===== src/rtl/sdrx_pkg.sv =====
package sdrx_pkg;

   typedef enum logic [2:0] {
      RX_IDLE,
      RX_WAIT,
      RX_DATA,
      RX_CRC,
      RX_ENDB,
      RX_DONE
   } rx_state_e;

   localparam int FLG_BLK = 0;
   localparam int FLG_END = 1;
   localparam int FLG_CRC = 2;
   localparam int FLG_OVR = 3;
   localparam int FLG_N   = 4;

   localparam logic [15:0] CRC_POLY = 16'h1021;

   // one serial step of the CRC16 register
   function automatic logic [15:0] crc16_step(input logic [15:0] c, input logic b);
      logic fb;
      fb = c[15] ^ b;
      return {c[14:0], 1'b0} ^ (fb ? CRC_POLY : 16'h0000);
   endfunction

endpackage


===== src/rtl/sdrx_crc16.sv =====
module sdrx_crc16 (
   input  logic        clk,
   input  logic        rst_n,
   input  logic        clr,
   input  logic        adv,
   input  logic        bit_in,
   output logic [15:0] crc_out
);
   import sdrx_pkg::*;

   logic [15:0] crc_q;

   always_ff @(posedge clk) begin
      if (!rst_n || clr) crc_q <= '0;
      else if (adv)      crc_q <= crc16_step(crc_q, bit_in);
   end

   assign crc_out = crc_q;

endmodule


===== src/rtl/sdrx_packer.sv =====
module sdrx_packer #(
   parameter int WORD_W = 32
) (
   input  logic              clk,
   input  logic              rst_n,
   input  logic              clr,
   input  logic              byte_vld,
   input  logic [7:0]        byte_in,
   output logic              word_vld,
   output logic [WORD_W-1:0] word_out
);
   localparam int BPW   = WORD_W / 8;
   localparam int IDX_W = (BPW > 1) ? $clog2(BPW) : 1;
   localparam logic [IDX_W-1:0] LAST = IDX_W'(BPW - 1);

   logic [IDX_W-1:0] idx_q;

   always_ff @(posedge clk) begin
      if (!rst_n || clr)  idx_q <= '0;
      else if (byte_vld)  idx_q <= (idx_q == LAST) ? '0 : idx_q + 1'b1;
   end

   assign word_vld = byte_vld && (idx_q == LAST);

   for (genvar g = 0; g < BPW; g++) begin : g_lane
      if (g == BPW - 1) begin : g_top
         assign word_out[g*8 +: 8] = byte_in;
      end else begin : g_held
         logic [7:0] lane_q;
         always_ff @(posedge clk) begin
            if (!rst_n)                                lane_q <= '0;
            else if (byte_vld && idx_q == IDX_W'(g))   lane_q <= byte_in;
         end
         assign word_out[g*8 +: 8] = lane_q;
      end
   end

endmodule


===== src/rtl/sdrx_fifo.sv =====
module sdrx_fifo #(
   parameter int W     = 32,
   parameter int DEPTH = 8
) (
   input  logic         clk,
   input  logic         rst_n,
   input  logic         push,
   input  logic [W-1:0] wdata,
   input  logic         pop,
   output logic [W-1:0] rdata,
   output logic         full,
   output logic         empty
);
   localparam int AW = (DEPTH > 1) ? $clog2(DEPTH) : 1;
   localparam logic [AW:0] FULL_CNT = (AW+1)'(DEPTH);

   initial begin
      if (DEPTH < 2 || (1 << AW) != DEPTH) $error("sdrx_fifo: DEPTH must be a power of two >= 2");
   end

   logic [W-1:0]  mem [DEPTH];
   logic [AW-1:0] wptr, rptr;
   logic [AW:0]   count;

   assign full  = (count == FULL_CNT);
   assign empty = (count == '0);
   assign rdata = mem[rptr];

   always_ff @(posedge clk) begin
      if (push) mem[wptr] <= wdata;
   end

   always_ff @(posedge clk) begin
      if (!rst_n) begin
         wptr  <= '0;
         rptr  <= '0;
         count <= '0;
      end else begin
         if (push) wptr <= wptr + 1'b1;
         if (pop)  rptr <= rptr + 1'b1;
         case ({push, pop})
            2'b10:   count <= count + 1'b1;
            2'b01:   count <= count - 1'b1;
            default: count <= count;
         endcase
      end
   end

   assert_level_bound_R10: assert property (@(posedge clk) disable iff (!rst_n)
      count <= FULL_CNT);
   assert_no_underflow_R11: assert property (@(posedge clk) disable iff (!rst_n)
      !(pop && empty));

endmodule


===== src/rtl/sd_rx_datapath.sv =====
module sd_rx_datapath #(
   parameter int WORD_W     = 32,
   parameter int FIFO_DEPTH = 8,
   parameter int MAX_EXP    = 11,
   parameter int EXP_W      = 4,
   parameter int LEN_W      = 16
) (
   input  logic              clk,
   input  logic              rst_n,
   input  logic              dat0,
   input  logic              cfg_en,
   input  logic              cfg_dir_rx,
   input  logic              cfg_dma_en,
   input  logic [EXP_W-1:0]  cfg_blk_exp,
   input  logic [LEN_W-1:0]  cfg_data_len,
   input  logic              clr_we,
   input  logic [3:0]        clr_mask,
   output logic [3:0]        status,
   output logic              busy,
   output logic              dma_req,
   input  logic              fifo_rd,
   output logic [WORD_W-1:0] fifo_rdata
);
   import sdrx_pkg::*;

   localparam int MIN_EXP = 2;
   localparam int BCW     = MAX_EXP + 4;

   initial begin
      if (MAX_EXP < MIN_EXP || MAX_EXP >= (1 << EXP_W))
         $error("sd_rx_datapath: MAX_EXP out of range for EXP_W");
      if (WORD_W % 8 != 0 || ((1 << MIN_EXP) % (WORD_W / 8)) != 0)
         $error("sd_rx_datapath: WORD_W must pack whole bytes and divide the smallest block");
   end

   rx_state_e        state;
   logic [BCW-1:0]   bit_cnt;
   logic [LEN_W:0]   byte_cnt;
   logic [6:0]       shreg;
   logic [15:0]      rx_crc;
   logic [15:0]      crc_val;
   logic [EXP_W-1:0] eff_exp;
   logic [BCW-1:0]   blk_bits_m1;
   logic             run_en, last_data, len_reached;
   logic             byte_vld, word_vld, fifo_full, fifo_empty, fifo_push, fifo_pop;
   logic [WORD_W-1:0] word_data;
   logic [FLG_N-1:0] set_vec, clr_vec;

   assign run_en = cfg_en && cfg_dir_rx;

   always_comb begin
      if (cfg_blk_exp < EXP_W'(MIN_EXP))      eff_exp = EXP_W'(MIN_EXP);
      else if (cfg_blk_exp > EXP_W'(MAX_EXP)) eff_exp = EXP_W'(MAX_EXP);
      else                                    eff_exp = cfg_blk_exp;
   end

   assign blk_bits_m1 = (BCW'(8) << eff_exp) - BCW'(1);
   assign last_data   = (bit_cnt == blk_bits_m1);
   assign len_reached = (byte_cnt >= {1'b0, cfg_data_len});

   // bit sequencer
   always_ff @(posedge clk) begin
      if (!rst_n) begin
         state    <= RX_IDLE;
         bit_cnt  <= '0;
         byte_cnt <= '0;
         shreg    <= '0;
         rx_crc   <= '0;
      end else if (!run_en) begin
         state <= RX_IDLE;
      end else begin
         case (state)
            RX_IDLE: begin
               state    <= RX_WAIT;
               byte_cnt <= '0;
            end
            RX_WAIT: if (!dat0) begin
               state   <= RX_DATA;
               bit_cnt <= '0;
            end
            RX_DATA: begin
               shreg <= {shreg[5:0], dat0};
               if (bit_cnt[2:0] == 3'd7) byte_cnt <= byte_cnt + 1'b1;
               if (last_data) begin
                  state   <= RX_CRC;
                  bit_cnt <= '0;
               end else begin
                  bit_cnt <= bit_cnt + 1'b1;
               end
            end
            RX_CRC: begin
               rx_crc  <= {rx_crc[14:0], dat0};
               bit_cnt <= bit_cnt + 1'b1;
               if (bit_cnt == BCW'(15)) state <= RX_ENDB;
            end
            RX_ENDB: state <= len_reached ? RX_DONE : RX_WAIT;
            default: state <= state;
         endcase
      end
   end

   assign busy = (state != RX_IDLE) && (state != RX_DONE);

   sdrx_crc16 u_crc (
      .clk     (clk),
      .rst_n   (rst_n),
      .clr     (state == RX_WAIT),
      .adv     (run_en && state == RX_DATA),
      .bit_in  (dat0),
      .crc_out (crc_val)
   );

   assign byte_vld = run_en && (state == RX_DATA) && (bit_cnt[2:0] == 3'd7);

   sdrx_packer #(.WORD_W(WORD_W)) u_pack (
      .clk      (clk),
      .rst_n    (rst_n),
      .clr      (state == RX_IDLE),
      .byte_vld (byte_vld),
      .byte_in  ({shreg, dat0}),
      .word_vld (word_vld),
      .word_out (word_data)
   );

   assign fifo_push = word_vld && !fifo_full;
   assign dma_req   = cfg_dma_en && !fifo_empty;
   assign fifo_pop  = fifo_rd && dma_req;

   sdrx_fifo #(.W(WORD_W), .DEPTH(FIFO_DEPTH)) u_fifo (
      .clk   (clk),
      .rst_n (rst_n),
      .push  (fifo_push),
      .wdata (word_data),
      .pop   (fifo_pop),
      .rdata (fifo_rdata),
      .full  (fifo_full),
      .empty (fifo_empty)
   );

   // sticky status
   always_comb begin
      set_vec = '0;
      if (run_en && state == RX_ENDB) begin
         set_vec[FLG_BLK] = dat0 && (rx_crc == crc_val);
         set_vec[FLG_CRC] = !(dat0 && (rx_crc == crc_val));
         set_vec[FLG_END] = len_reached;
      end
      set_vec[FLG_OVR] = word_vld && fifo_full;
      clr_vec = clr_we ? clr_mask : '0;
   end

   always_ff @(posedge clk) begin
      if (!rst_n) status <= '0;
      else        status <= (status & ~clr_vec) | set_vec;
   end

   for (genvar f = 0; f < FLG_N; f++) begin : g_sticky
      assert_sticky_R12: assert property (@(posedge clk) disable iff (!rst_n)
         (status[f] && !(clr_we && clr_mask[f])) |=> status[f]);
   end

   assert_blk_cause_R5: assert property (@(posedge clk) disable iff (!rst_n)
      $rose(status[FLG_BLK]) |-> ($past(state == RX_ENDB) && $past(dat0)));
   assert_blk_crc_excl_R6: assert property (@(posedge clk) disable iff (!rst_n)
      !($rose(status[FLG_BLK]) && $rose(status[FLG_CRC])));
   assert_ovr_cause_R10: assert property (@(posedge clk) disable iff (!rst_n)
      $rose(status[FLG_OVR]) |-> $past(fifo_full));
   assert_idle_off_R2: assert property (@(posedge clk) disable iff (!rst_n)
      !run_en |=> (state == RX_IDLE));

endmodule


===== config.mk =====
export PLATFORM = sky130hd
export DESIGN_NAME = sd_rx_datapath
export DESIGN_NICKNAME = d
export VERILOG_FILES = /design/src/rtl/sdrx_pkg.sv /design/src/rtl/sdrx_crc16.sv /design/src/rtl/sdrx_packer.sv /design/src/rtl/sdrx_fifo.sv /design/src/rtl/sd_rx_datapath.sv
export SDC_FILE = /design/constraint.sdc
export NUM_CORES = 1
export LEC_CHECK = 0
export BUFFER_PORTS_ARGS = -buffer_cell sky130_fd_sc_hd__clkbuf_2
export CAP_MARGIN = 20
export CORE_UTILIZATION = 61
export CTS_CLUSTER_DIAMETER = 150
export CTS_CLUSTER_SIZE = 12
export DETAILED_ROUTE_END_ITERATION = 6
export PLACE_DENSITY_LB_ADDON = 0.25
export REMOVE_ABC_BUFFERS = 1
export SKIP_CTS_REPAIR_TIMING = 1
export SYNTH_ARGS = -nofsm -noshare
export SYNTH_HDL_FRONTEND = slang
export SYNTH_SLANG_ARGS = --single-unit

===== constraint.sdc =====
create_clock -name clk -period 5 [get_ports clk]
set_input_delay 0.5 -clock clk [delete_from_list [all_inputs] [get_ports clk]]
set_output_delay 0.5 -clock clk [all_outputs]
set_load 0.005 [all_outputs]

==> impl_metrics.xml, run 1 <==
<?xml version="1.0" encoding="UTF-8"?>
<metrics>
  <group name="route">
    <metric name="drtPass1Iterations" unit="">5</metric>
    <metric name="drtAntennaViolNets" unit="">0</metric>
    <metric name="drt-vias-per-instance" unit="">5.83</metric>
    <metric name="vias" unit="">8925</metric>
    <metric name="detail_route.wirelength" unit="microns">30200</metric>
    <metric name="avgRoutedWirePerCell" unit="microns">19.7</metric>
    <metric name="detail_route.iter0.violations" unit="">559</metric>
    <metric name="drcViolationCount" unit="">0</metric>
  </group>
  <group name="cells_and_area">
    <metric name="nFillCells" unit="">1712</metric>
    <metric name="multi_input_comb_area" unit="sq mm">0.00521</metric>
    <metric name="stdcell_area" unit="sq mm">0.0173</metric>
    <metric name="final_nets" unit="">1236</metric>
    <metric name="diodes_inserted" unit="">0</metric>
    <metric name="layout_common_cells" unit="">256 x sky130_fd_sc_hd__edfxtp_1, 144 x sky130_fd_sc_hd__nand2_1, 114 x sky130_fd_sc_hd__dfxtp_1</metric>
    <metric name="final_layout_size_suffix_gt1_share" unit="%">19.9</metric>
    <metric name="area.sequential" unit="sq mm">0.0100</metric>
    <metric name="layout-area-overhead-vs-synth" unit="%">11.7</metric>
    <metric name="final_core_util" unit="%">69.1</metric>
    <metric name="layout_commonest_cell" unit="">sky130_fd_sc_hd__edfxtp_1</metric>
  </group>
  <group name="clock_tree">
    <metric name="numClockSinks" unit="">373</metric>
    <metric name="worst_skew_pair.late_latency" unit="ps">520</metric>
    <metric name="cts.root.buffer_cell" unit="">sky130_fd_sc_hd__clkbuf_16</metric>
    <metric name="clock_tree.htree_level_count" unit="">2</metric>
    <metric name="tritoncts" unit="">built</metric>
    <metric name="cts.reportedPaths.clkPinSlew" unit="ps">60</metric>
    <metric name="cts-root-to-sink-buffers" unit="">3</metric>
    <metric name="cts_made_buffers" unit="">37</metric>
  </group>
  <group name="sta">
    <metric name="min_period_over_period" unit="%">73.0</metric>
    <metric name="fin_worst_hold_slack" unit="ps">274</metric>
    <metric name="rsz0062_at_grt" unit="">no</metric>
    <metric name="setup_tns" unit="ps">0</metric>
    <metric name="slew_violations" unit="">0</metric>
    <metric name="hold_viol_final" unit="">0</metric>
    <metric name="max_freq" unit="MHz">274</metric>
    <metric name="final_min_period" unit="ps">3650</metric>
    <metric name="max_slew.worst_pin.slew" unit="ps">1040</metric>
    <metric name="final-setup-viol-count" unit="">0</metric>
    <metric name="fin_skew" unit="ps">16.0</metric>
    <metric name="slew_headroom" unit="%">30.3</metric>
  </group>
  <group name="min_path">
    <metric name="min_path_type" unit="">in2reg</metric>
  </group>
  <group name="yosys">
    <metric name="ys_dominant_reg_cell" unit="">sky130_fd_sc_hd__edfxtp_1</metric>
    <metric name="synth.distinct_cells" unit="">60</metric>
    <metric name="syn-mean-instance-area" unit="sq um">14.1</metric>
    <metric name="synthesis.yosys.warnings" unit="">0</metric>
    <metric name="yosysSeqAreaShare" unit="%">64.6</metric>
    <metric name="postSynthCellCount" unit="">1104</metric>
    <metric name="synth.ff_latch_count" unit="">373</metric>
    <metric name="synth-edff-count" unit="">256</metric>
    <metric name="mappedNetlistArea" unit="sq mm">0.0155</metric>
    <metric name="synthArstFlopShare" unit="%">0</metric>
  </group>
  <group name="placement">
    <metric name="dp_hpwl" unit="microns">17800</metric>
    <metric name="numPortBuffers" unit="">69</metric>
    <metric name="gp_congestion" unit="">0.817</metric>
    <metric name="placed_area" unit="sq mm">0.0162</metric>
  </group>
  <group name="grt">
    <metric name="grt_first_pass_wirelength" unit="microns">48200</metric>
    <metric name="antenna_found_initial" unit="">0</metric>
    <metric name="globalRouteTotalUtil" unit="%">24.0</metric>
    <metric name="first_global_vias" unit="">8987</metric>
    <metric name="globalRouteOverflowTotal" unit="">0</metric>
    <metric name="grt_start_max_net_pins" unit="">74</metric>
  </group>
  <group name="floorplanning">
    <metric name="starting_density_of_the_core" unit="%">61.8</metric>
    <metric name="chipWidth" unit="microns">162</metric>
    <metric name="cell_row_count" unit="">58</metric>
    <metric name="floorplan_die_area" unit="sq mm">0.0261</metric>
    <metric name="die_height" unit="microns">162</metric>
    <metric name="core" unit="sq mm">0.0251</metric>
    <metric name="top_level_ports" unit="">70</metric>
  </group>
  <group name="critical_path">
    <metric name="worstReg2RegEnd" unit="">u_fifo.mem[5][7]</metric>
    <metric name="crit-reg2reg-launch" unit="">state[1]</metric>
    <metric name="path_max_fanout" unit="">30</metric>
    <metric name="start_kind" unit="">register</metric>
    <metric name="critical_path_arrival" unit="ps">3850</metric>
    <metric name="endpoint_kind" unit="">register</metric>
    <metric name="cp-startpoint" unit="">state[1]</metric>
    <metric name="data_required_time_of_the_critical_path" unit="ps">5200</metric>
    <metric name="crit_path_end" unit="">u_fifo.mem[5][7]</metric>
    <metric name="worst-r2r-cell-count" unit="">9</metric>
    <metric name="timing_worst_setup_path_type" unit="">reg2reg</metric>
    <metric name="setup.reg_to_reg.worst_slack" unit="ps">1350</metric>
  </group>
  <group name="power_and_ir_drop">
    <metric name="power.density" unit="mW/mm^2">337</metric>
    <metric name="max-vdd-ir-drop" unit="mV">0.194</metric>
    <metric name="power_leakage" unit="nW">6.23</metric>
    <metric name="total_power" unit="mW">5.85</metric>
  </group>
  <group name="outcome">
    <metric name="run_status" unit="">complete, no violations</metric>
  </group>
  <group name="job">
    <metric name="maxCapViolations" unit="">0</metric>
  </group>
</metrics>
worst max-delay path: stages, from the launching register on:
cell                       delay [ps]
sky130_fd_sc_hd__dfxtp_1          570
sky130_fd_sc_hd__nand2b_1         240
sky130_fd_sc_hd__nor2_1           150
sky130_fd_sc_hd__buf_4            280
sky130_fd_sc_hd__and2_1           170
sky130_fd_sc_hd__buf_4            290
sky130_fd_sc_hd__and3_1           300
sky130_fd_sc_hd__nand2_1          260
sky130_fd_sc_hd__nor2_4           680
sky130_fd_sc_hd__buf_4            380
worst min-delay path by stage:
stage | cells after the start | to | from
2_1_floorplan | 2 | rx_crc[15] | rx_crc[15]
3_3_place_gp | 2 | status[3] | status[3]
3_5_place_dp | 2 | status[0] | status[0]
4_1_cts | 4 | status[0] | clr_mask[0]
5_1_grt | 4 | status[0] | clr_mask[0]
6_report | 4 | status[3] | clr_mask[3]
cell type report:
type                       count  share of cell area, %
sequential                   373                   57.9
multi-input combinational    646                   30.0
clock buffer                  63                   6.03
timing repair buffer          86                   2.87
tap                          330                   2.38
inverter                      30                  0.649
clock inverter                 2                  0.159
synthesized netlist by cell type (8+ instances only):
cell / number / area share (%)
sky130_fd_sc_hd__a21boi_0: 55 / 2.7
sky130_fd_sc_hd__a21oi_1: 32 / 1.0
sky130_fd_sc_hd__and2_1: 17 / 0.68
sky130_fd_sc_hd__buf_1: 8 / 0.19
sky130_fd_sc_hd__clkbuf_1: 40 / 0.97
sky130_fd_sc_hd__dfxtp_1: 117 / 15
sky130_fd_sc_hd__edfxtp_1: 256 / 50
sky130_fd_sc_hd__ha_1: 29 / 2.3
sky130_fd_sc_hd__inv_1: 30 / 0.73
sky130_fd_sc_hd__mux2_2: 32 / 2.3
sky130_fd_sc_hd__mux4_2: 64 / 9.3
sky130_fd_sc_hd__nand2_1: 144 / 3.5
sky130_fd_sc_hd__nand2b_1: 13 / 0.52
sky130_fd_sc_hd__nand3_1: 39 / 1.3
sky130_fd_sc_hd__nand4_1: 11 / 0.44
sky130_fd_sc_hd__nor2_1: 39 / 0.94
sky130_fd_sc_hd__nor3_1: 18 / 0.58
sky130_fd_sc_hd__o21ai_0: 18 / 0.58
sky130_fd_sc_hd__xnor2_1: 28 / 1.6
sky130_fd_sc_hd__xor2_1: 18 / 1.0
state kept, by name, summed over array words and instances, names as in the netlist, named ones only:
| register | cells |
|---|---|
| u_pack.g_lane.g_held.lane_q | 24 |
| u_fifo.mem | 256 |
| u_crc.crc_out | 16 |
| u_fifo.count | 4 |
| shreg | 7 |
| u_fifo.wptr | 3 |
| status | 4 |
| bit_cnt | 15 |
| state | 3 |
| u_fifo.rptr | 3 |
| byte_cnt | 17 |
| rx_crc | 16 |
| u_pack.idx_q | 2 |
kinds of logic after synthesis:
| kind of cell | count (synthesis) | share of synthesized area (%) |
|---|---|---|
| flops | 373 | 64.6 |
| xor+xnor | 46 | 2.59 |
| other cells | 1 | 0.0242 |
| mux | 99 | 11.8 |
| compound gates | 150 | 6.65 |
| fa+ha+maj | 30 | 2.47 |
| simple gates | 319 | 9.63 |
| buf+inv | 86 | 2.24 |
through the flow:
| stage | std cells | setup slack (ps) |
|---|---|---|
| 2_1_floorplan | 1049 | -320 |
| 3_3_place_gp | 1462 | 1500 |
| 3_5_place_dp | 1462 | 1410 |
| 4_1_cts | 1527 | 1370 |
| 5_1_grt | 1530 | 1080 |
| 6_report | 1530 | 1350 |
power breakdown:
part / internal [mW] / switching, mW
Clock: 1.42 / 1.09
Combinational: 0.0334 / 0.0461
Sequential: 3.26 / 0.00104
Total: 4.71 / 1.14
metal layers:
metal / global-route usage, % / wire length (microns) / vias up
li1: - / - / 4250
met1: 31.8 / 12900 / 4386
met2: 41.6 / 15300 / 247
met3: 3.36 / 1360 / 42
met4: 6.78 / 596 / 0
met5: 0 / 0 / -
Power figures use the tool's default switching activity.
==> run 2, diff against run 1 <==
==> constraint.sdc (replaced) <==
create_clock -name clk -period 3.4 [get_ports clk]
set_input_delay 0.34 -clock clk [delete_from_list [all_inputs] [get_ports clk]]
set_output_delay 0.34 -clock clk [all_outputs]
set_load 0.005 [all_outputs]
==> run 2 against run 1 <==
- sequential cell count unchanged
- first-iteration DRC count increased by 1.3%
- highest routed layer unchanged
- critical endpoint is now u_fifo.count[3]
- combinational power increased by 51%
- design area increased by 0.30%
- critical path depth grew 3
- worst hold slack got worse by 160 ps
- clock skew about the same
- die area unchanged
- total power is 47% higher
- global-route usage is 0.21 points lower
- core utilization is 0.20 points higher
- setup slack worse by 790 ps
- largest cell class unchanged
==> impl_metrics.xml, run 2 (same netlist as run 1, synthesis figures left out) <==
<?xml version="1.0" encoding="UTF-8"?>
<metrics>
  <group name="outcome">
    <metric name="run_status" unit="">complete, no violations</metric>
  </group>
  <group name="cells_and_area">
    <metric name="diodes_inserted" unit="">0</metric>
    <metric name="layout-area-overhead-vs-synth" unit="%">12.0</metric>
    <metric name="final_nets" unit="">1239</metric>
    <metric name="registers.top_by_ff_count" unit="">u_fifo.mem</metric>
    <metric name="largest_registers" unit="">u_fifo.mem (256), u_pack.g_lane.g_held.lane_q (24), byte_cnt (17)</metric>
    <metric name="layout_commonest_cell" unit="">sky130_fd_sc_hd__edfxtp_1</metric>
    <metric name="largest_register_ffs" unit="">256</metric>
    <metric name="layout_common_cells" unit="">256 x sky130_fd_sc_hd__edfxtp_1, 144 x sky130_fd_sc_hd__nand2_1, 114 x sky130_fd_sc_hd__dfxtp_1</metric>
    <metric name="final_layout_size_suffix_gt1_share" unit="%">20.1</metric>
    <metric name="layoutNonFillerInstCount" unit="">1534</metric>
    <metric name="nFillCells" unit="">1717</metric>
  </group>
  <group name="critical_path">
    <metric name="timing_worst_setup_path_type" unit="">reg2reg</metric>
    <metric name="worstReg2RegEnd" unit="">u_fifo.count[3]</metric>
    <metric name="crit-reg2reg-launch" unit="">state[0]</metric>
    <metric name="setup.reg_to_reg.worst_slack" unit="ps">560</metric>
    <metric name="worst-r2r-cell-count" unit="">12</metric>
    <metric name="critical_path_arrival" unit="ps">3270</metric>
    <metric name="crit_path_end" unit="">u_fifo.count[3]</metric>
    <metric name="cp-startpoint" unit="">state[0]</metric>
    <metric name="start_kind" unit="">register</metric>
    <metric name="data_required_time_of_the_critical_path" unit="ps">3830</metric>
    <metric name="path_max_fanout" unit="">9</metric>
    <metric name="endpoint_kind" unit="">register</metric>
  </group>
  <group name="placement">
    <metric name="placedCellCount" unit="">1468</metric>
    <metric name="gp_congestion" unit="">0.806</metric>
    <metric name="dp_hpwl" unit="microns">17400</metric>
    <metric name="dp_slack" unit="ps">589</metric>
    <metric name="numPortBuffers" unit="">69</metric>
  </group>
  <group name="sta">
    <metric name="max_freq" unit="MHz">352</metric>
    <metric name="slew_violations" unit="">0</metric>
    <metric name="hold_viol_final" unit="">0</metric>
    <metric name="min_period_over_period" unit="%">83.5</metric>
    <metric name="final_min_period" unit="ps">2840</metric>
    <metric name="rsz0062_at_grt" unit="">no</metric>
    <metric name="slew_headroom" unit="%">31.5</metric>
    <metric name="max_slew.worst_pin.slew" unit="ps">1030</metric>
    <metric name="fin_skew" unit="ps">15.6</metric>
    <metric name="finalWorstSetupSlack" unit="ps">563</metric>
    <metric name="final-setup-viol-count" unit="">0</metric>
  </group>
  <group name="grt">
    <metric name="globalRouteTotalUtil" unit="%">23.8</metric>
    <metric name="first_global_vias" unit="">8957</metric>
    <metric name="grt_start_max_net_pins" unit="">65</metric>
    <metric name="antenna_found_initial" unit="">0</metric>
    <metric name="grt_first_pass_wirelength" unit="microns">47800</metric>
    <metric name="globalRouteOverflowTotal" unit="">0</metric>
  </group>
  <group name="power_and_ir_drop">
    <metric name="total_power" unit="mW">8.61</metric>
    <metric name="max-vdd-ir-drop" unit="mV">0.365</metric>
    <metric name="switching_share" unit="%">19.5</metric>
    <metric name="power.density" unit="mW/mm^2">495</metric>
    <metric name="pwr-share-comb" unit="%">1.4</metric>
    <metric name="clock_power_share" unit="%">43.0</metric>
    <metric name="power_leakage" unit="nW">6.30</metric>
    <metric name="p_sw" unit="mW">1.68</metric>
    <metric name="share_seq_of_total_power" unit="%">55.6</metric>
    <metric name="intPower" unit="mW">6.94</metric>
  </group>
  <group name="clock_tree">
    <metric name="cts.reportedPaths.clkPinSlew" unit="ps">60</metric>
    <metric name="tritoncts" unit="">built</metric>
    <metric name="cts_made_buffers" unit="">37</metric>
    <metric name="cts-root-to-sink-buffers" unit="">3</metric>
    <metric name="worst_skew_pair.late_latency" unit="ps">520</metric>
    <metric name="cts.root.buffer_cell" unit="">sky130_fd_sc_hd__clkbuf_16</metric>
    <metric name="numClockSinks" unit="">373</metric>
    <metric name="clock_tree.htree_level_count" unit="">2</metric>
  </group>
  <group name="route">
    <metric name="detail_route.wirelength" unit="microns">30000</metric>
    <metric name="drtAntennaViolNets" unit="">0</metric>
    <metric name="drtPass1Iterations" unit="">5</metric>
    <metric name="drt-vias-per-instance" unit="">5.90</metric>
    <metric name="drcViolationCount" unit="">0</metric>
    <metric name="vias" unit="">9051</metric>
    <metric name="avgRoutedWirePerCell" unit="microns">19.6</metric>
    <metric name="detail_route.iter0.violations" unit="">566</metric>
  </group>
  <group name="job">
    <metric name="maxCapViolations" unit="">0</metric>
  </group>
  <group name="floorplanning">
    <metric name="top_level_ports" unit="">70</metric>
    <metric name="die_height" unit="microns">162</metric>
    <metric name="chipWidth" unit="microns">162</metric>
    <metric name="floorplan_die_area" unit="sq mm">0.0261</metric>
    <metric name="core" unit="sq mm">0.0251</metric>
    <metric name="cell_row_count" unit="">58</metric>
    <metric name="starting_density_of_the_core" unit="%">61.8</metric>
  </group>
  <group name="min_path">
    <metric name="min_path_type" unit="">in2reg</metric>
  </group>
</metrics>
run 2: critical path, stage by stage, from the launching register on:
cell	delay, ps
sky130_fd_sc_hd__dfxtp_1	390
sky130_fd_sc_hd__nand3b_1	290
sky130_fd_sc_hd__nor2_1	160
sky130_fd_sc_hd__and2_1	150
sky130_fd_sc_hd__and3_1	250
sky130_fd_sc_hd__inv_1	90
sky130_fd_sc_hd__ha_1	240
sky130_fd_sc_hd__ha_1	280
sky130_fd_sc_hd__a21o_1	180
sky130_fd_sc_hd__a21oi_1	160
sky130_fd_sc_hd__xnor2_1	90
sky130_fd_sc_hd__or3_1	300
sky130_fd_sc_hd__a21boi_0	170
run 2: how the worst min path moves through the flow:
stage	start	to	depth (start not counted)
CTS	clr_mask[0]	status[0]	4
global route	clr_mask[3]	status[3]	4
floorplan	dat0	u_fifo.mem[0][24]	0
finish	clr_mask[0]	status[0]	4
global placement	status[3]	status[3]	2
detailed placement	status[3]	status[3]	2
run 2: cell type report:
class / instances / area (sq um) / area share [%]
clock inverter: 2 / 27.5 / 0.158
tap: 330 / 413 / 2.37
timing repair buffer: 89 / 546 / 3.14
multi-input combinational: 646 / 5210 / 29.9
clock buffer: 64 / 1050 / 6.03
sequential: 373 / 10000 / 57.7
inverter: 30 / 113 / 0.648
run 2: metal layers:
metal / up-vias / global-route usage [%] / part of all wire (%)
met5: - / 0 / 0
met4: 0 / 6.39 / 1.8
met3: 51 / 3.39 / 4.8
met2: 231 / 40.9 / 51
met1: 4499 / 32.0 / 43
li1: 4270 / - / -
run 2: power by group through the flow:
stage | Sequential (mW) | Clock [mW] | Combinational [mW]
finish | 4.79 | 3.70 | 0.120
floorplan | 4.89 | 0 | 0.0602
global route | 4.79 | 3.94 | 0.133
CTS | 4.79 | 3.76 | 0.119
global placement | 4.89 | 0 | 0.116
detailed placement | 4.89 | 0 | 0.118
run 2: metrics by stage:
stage	instance area (sq um)	TNS, ps	util, %	hold slack, ps
2_1_floorplan	15300	-341590	-	439
3_3_place_gp	16300	0	65.0	460
5_1_grt	17400	0	69.3	147
6_report	17400	0	69.3	118
3_5_place_dp	16300	0	65.0	472
4_1_cts	17400	0	69.3	110
==> run 3, diff against run 2 <==
--- a/config.mk
+++ b/config.mk
@@ -5,6 +5,7 @@
 export SDC_FILE = /design/constraint.sdc
 export NUM_CORES = 1
 export LEC_CHECK = 0
+export ABC_AREA = 1
 export BUFFER_PORTS_ARGS = -buffer_cell sky130_fd_sc_hd__clkbuf_2
 export CAP_MARGIN = 20
 export CORE_UTILIZATION = 61
==> constraint.sdc (replaced) <==
create_clock -name clk -period 2.85 [get_ports clk]
set_input_delay 0.285 -clock clk [delete_from_list [all_inputs] [get_ports clk]]
set_output_delay 0.285 -clock clk [all_outputs]
set_load 0.005 [all_outputs]
==> run 3 against run 2 <==
- critical path type is now reg2out
- worst hold slack got worse by 81 ps
- setup slack got worse by 430 ps
- critical path depth down 5
- largest power group unchanged
- final cell count increased by 32%
- first-iteration DRC count rose by 81%
==> impl_metrics.xml, run 3 <==
<?xml version="1.0" encoding="UTF-8"?>
<metrics>
  <group name="critical_path">
    <metric name="path_max_fanout" unit="">48</metric>
    <metric name="critical_path_arrival" unit="ps">2430</metric>
    <metric name="timing_worst_setup_path_type" unit="">reg2out</metric>
    <metric name="setup.reg_to_reg.worst_slack" unit="ps">270</metric>
    <metric name="critPathSlowestCell" unit="">sky130_fd_sc_hd__dfxtp_4</metric>
    <metric name="start_kind" unit="">register</metric>
    <metric name="path_cells" unit="">clkinv_2, buf_4, o21ai_0, o22ai_1, nor2_1, a31oi_1, clkbuf_2</metric>
    <metric name="data_required_time_of_the_critical_path" unit="ps">2570</metric>
    <metric name="cp_slowest_stage_delay" unit="ps">470</metric>
    <metric name="worst-r2r-cell-count" unit="">15</metric>
    <metric name="endpoint_kind" unit="">output pin</metric>
  </group>
  <group name="sta">
    <metric name="min_period_over_period" unit="%">95.2</metric>
    <metric name="finalWorstSetupSlack" unit="ps">136</metric>
    <metric name="slew_violations" unit="">0</metric>
    <metric name="hold_viol_final" unit="">0</metric>
    <metric name="slew_headroom" unit="%">62.4</metric>
    <metric name="max_freq" unit="MHz">368</metric>
    <metric name="setup_tns" unit="ps">0</metric>
    <metric name="rsz0062_at_grt" unit="">no</metric>
    <metric name="max_slew.worst_pin.slew" unit="ps">562</metric>
    <metric name="fin_skew" unit="ps">13.0</metric>
    <metric name="final_min_period" unit="ps">2710</metric>
    <metric name="final-setup-viol-count" unit="">0</metric>
  </group>
  <group name="route">
    <metric name="drt-vias-per-instance" unit="">5.79</metric>
    <metric name="detail_route.iter0.violations" unit="">1027</metric>
    <metric name="detail_route.wirelength" unit="microns">35200</metric>
    <metric name="avgRoutedWirePerCell" unit="microns">17.4</metric>
    <metric name="drtPass1Iterations" unit="">5</metric>
    <metric name="drtAntennaViolNets" unit="">0</metric>
    <metric name="vias" unit="">11700</metric>
    <metric name="drcViolationCount" unit="">0</metric>
  </group>
  <group name="floorplanning">
    <metric name="cell_row_count" unit="">58</metric>
    <metric name="core" unit="sq mm">0.0253</metric>
    <metric name="chipWidth" unit="microns">163</metric>
    <metric name="die_height" unit="microns">163</metric>
    <metric name="starting_density_of_the_core" unit="%">62.5</metric>
    <metric name="floorplan_die_area" unit="sq mm">0.0266</metric>
    <metric name="top_level_ports" unit="">70</metric>
  </group>
  <group name="yosys">
    <metric name="synth.ff_latch_count" unit="">373</metric>
    <metric name="postSynthCellCount" unit="">1586</metric>
    <metric name="synthesis.yosys.warnings" unit="">0</metric>
    <metric name="synthArstFlopShare" unit="%">0</metric>
    <metric name="yosys.area.top_type" unit="">sky130_fd_sc_hd__edfxtp_1</metric>
    <metric name="yosysTopAreaCellShare" unit="%">48.6</metric>
    <metric name="synth-edff-count" unit="">256</metric>
    <metric name="synth.distinct_cells" unit="">40</metric>
    <metric name="yosysSeqAreaShare" unit="%">63.4</metric>
    <metric name="post-synth-top-count-cell" unit="">sky130_fd_sc_hd__nor2_1</metric>
    <metric name="synth_commonest_cells" unit="">305 x sky130_fd_sc_hd__nor2_1, 256 x sky130_fd_sc_hd__edfxtp_1, 185 x sky130_fd_sc_hd__o21ai_0</metric>
    <metric name="synth.area.top_cells" unit="">sky130_fd_sc_hd__edfxtp_1 49%, sky130_fd_sc_hd__dfxtp_1 15%, sky130_fd_sc_hd__nor2_1 7.2%, sky130_fd_sc_hd__o21ai_0 5.9%, sky130_fd_sc_hd__nand2_1 4.0%</metric>
    <metric name="syn-mean-instance-area" unit="sq um">9.97</metric>
    <metric name="mappedNetlistArea" unit="sq mm">0.0158</metric>
    <metric name="ys_dominant_reg_cell" unit="">sky130_fd_sc_hd__edfxtp_1</metric>
  </group>
  <group name="grt">
    <metric name="antenna_found_initial" unit="">0</metric>
    <metric name="globalRouteTotalUtil" unit="%">27.0</metric>
    <metric name="grt_first_pass_wirelength" unit="microns">56700</metric>
    <metric name="first_global_vias" unit="">11100</metric>
    <metric name="grt_start_max_net_pins" unit="">81</metric>
    <metric name="globalRouteOverflowTotal" unit="">0</metric>
  </group>
  <group name="cells_and_area">
    <metric name="layout_common_cells" unit="">305 x sky130_fd_sc_hd__nor2_1, 256 x sky130_fd_sc_hd__edfxtp_1, 185 x sky130_fd_sc_hd__o21ai_0</metric>
    <metric name="registers.top_by_ff_count" unit="">u_fifo.mem</metric>
    <metric name="diodes_inserted" unit="">0</metric>
    <metric name="stdcell_area" unit="sq mm">0.0178</metric>
    <metric name="layoutNonFillerInstCount" unit="">2020</metric>
    <metric name="layout-area-overhead-vs-synth" unit="%">12.4</metric>
    <metric name="final_nets" unit="">1725</metric>
    <metric name="final_core_util" unit="%">70.2</metric>
    <metric name="final_layout_size_suffix_gt1_share" unit="%">10.7</metric>
    <metric name="largest_register_ffs" unit="">256</metric>
    <metric name="largest_registers" unit="">u_fifo.mem (256), u_pack.g_lane.g_held.lane_q (24), byte_cnt (17)</metric>
    <metric name="layout_commonest_cell" unit="">sky130_fd_sc_hd__nor2_1</metric>
  </group>
  <group name="power_and_ir_drop">
    <metric name="power_leakage" unit="nW">6.95</metric>
    <metric name="power.density" unit="mW/mm^2">584</metric>
    <metric name="max-vdd-ir-drop" unit="mV">0.407</metric>
  </group>
  <group name="clock_tree">
    <metric name="cts.root.buffer_cell" unit="">sky130_fd_sc_hd__clkbuf_16</metric>
    <metric name="worst_skew_pair.late_latency" unit="ps">520</metric>
    <metric name="cts.reportedPaths.clkPinSlew" unit="ps">60</metric>
    <metric name="cts_made_buffers" unit="">37</metric>
    <metric name="numClockSinks" unit="">373</metric>
    <metric name="clock_tree.htree_level_count" unit="">2</metric>
    <metric name="tritoncts" unit="">built</metric>
    <metric name="cts-root-to-sink-buffers" unit="">3</metric>
  </group>
  <group name="job">
    <metric name="maxCapViolations" unit="">0</metric>
  </group>
  <group name="min_path">
    <metric name="timing.hold.worst_path_depth" unit="">4</metric>
    <metric name="min_path_type" unit="">in2reg</metric>
  </group>
  <group name="outcome">
    <metric name="run_status" unit="">complete, no violations</metric>
  </group>
  <group name="placement">
    <metric name="dp_hpwl" unit="microns">21700</metric>
    <metric name="numPortBuffers" unit="">69</metric>
    <metric name="placed_area" unit="sq mm">0.0167</metric>
    <metric name="gp_congestion" unit="">0.863</metric>
    <metric name="placedCellCount" unit="">1954</metric>
    <metric name="dp_slack" unit="ps">160</metric>
  </group>
</metrics>
## run 3: cell types whose count changed after synthesis, sizes merged, moves of 19 or more
cell / before / now
clkbuf: 40 / 59
mux2: 32 / 0
nand3: 39 / 66
inv: 30 / 107
o22ai: 0 / 34
mux4: 64 / 0
a31oi: 7 / 33
nor2: 39 / 311
nand2: 144 / 174
a21boi: 55 / 0
a21oi: 32 / 107
o21ai: 21 / 186
xnor2: 28 / 5
## run 3: cells by family after synthesis
kind of cell / after synthesis / synth area share (%)
DFF: 373 / 63.4
adders and majority gates: 30 / 2.42
AOI/OAI and AO/OA: 372 / 12.5
buffers and inverters: 182 / 4.39
and+or+nand+nor: 604 / 15.9
other: 1 / 0.0237
xor gates and xnor gates: 24 / 1.33
## run 3: critical path: cells and delay by family, from the launching register on
family	cells	cell delay [ps]
flops	1	470
compound gates	3	610
simple gates	1	60
buf+inv	3	720
## run 3: path summary, 6_finish.rpt
path	from	end
worst max-delay path	register	fifo_rdata[24]
worst min-delay path	clr_mask[1]	status[1]
worst max register to register	bit_cnt[1]	u_fifo.count[3]
worst min register to register	u_fifo.rptr[2]	u_fifo.rptr[2]
## run 3: routing by layer
metal  vias to the layer above  GRT usage, %  routed length, microns
met5                         -             0                       0
met4                         0          6.41                     541
met3                        42          3.45                    2110
met2                       400          47.3                   17900
met1                      5596          35.7                   14600
li1                       5659             -                       -
## run 3: final cells by class
type                    instances  area, sq um
flip-flops and latches        373        10000
fillers                      1858         7550
multi-input cells            1032         5150
clock buffers                  64         1070
repair buffers                110          678
well taps                     330          413
inverters                     109          410
clock inverters                 2         20.0
## run 3: power breakdown
part | internal [mW] | total, mW | switching, mW
Clock | 2.55 | 4.47 | 1.92
Combinational | 0.0603 | 0.178 | 0.117
Sequential | 5.72 | 5.72 | 0.00533
## run 3: metrics by stage
stage / power (mW) / hold slack [ps]
floorplan: 5.94 / 384
global placement: 6.01 / 424
detailed placement: 6.01 / 429
CTS: 10.4 / 24.0
global route: 10.7 / 47.8
finish: 10.4 / 36.7
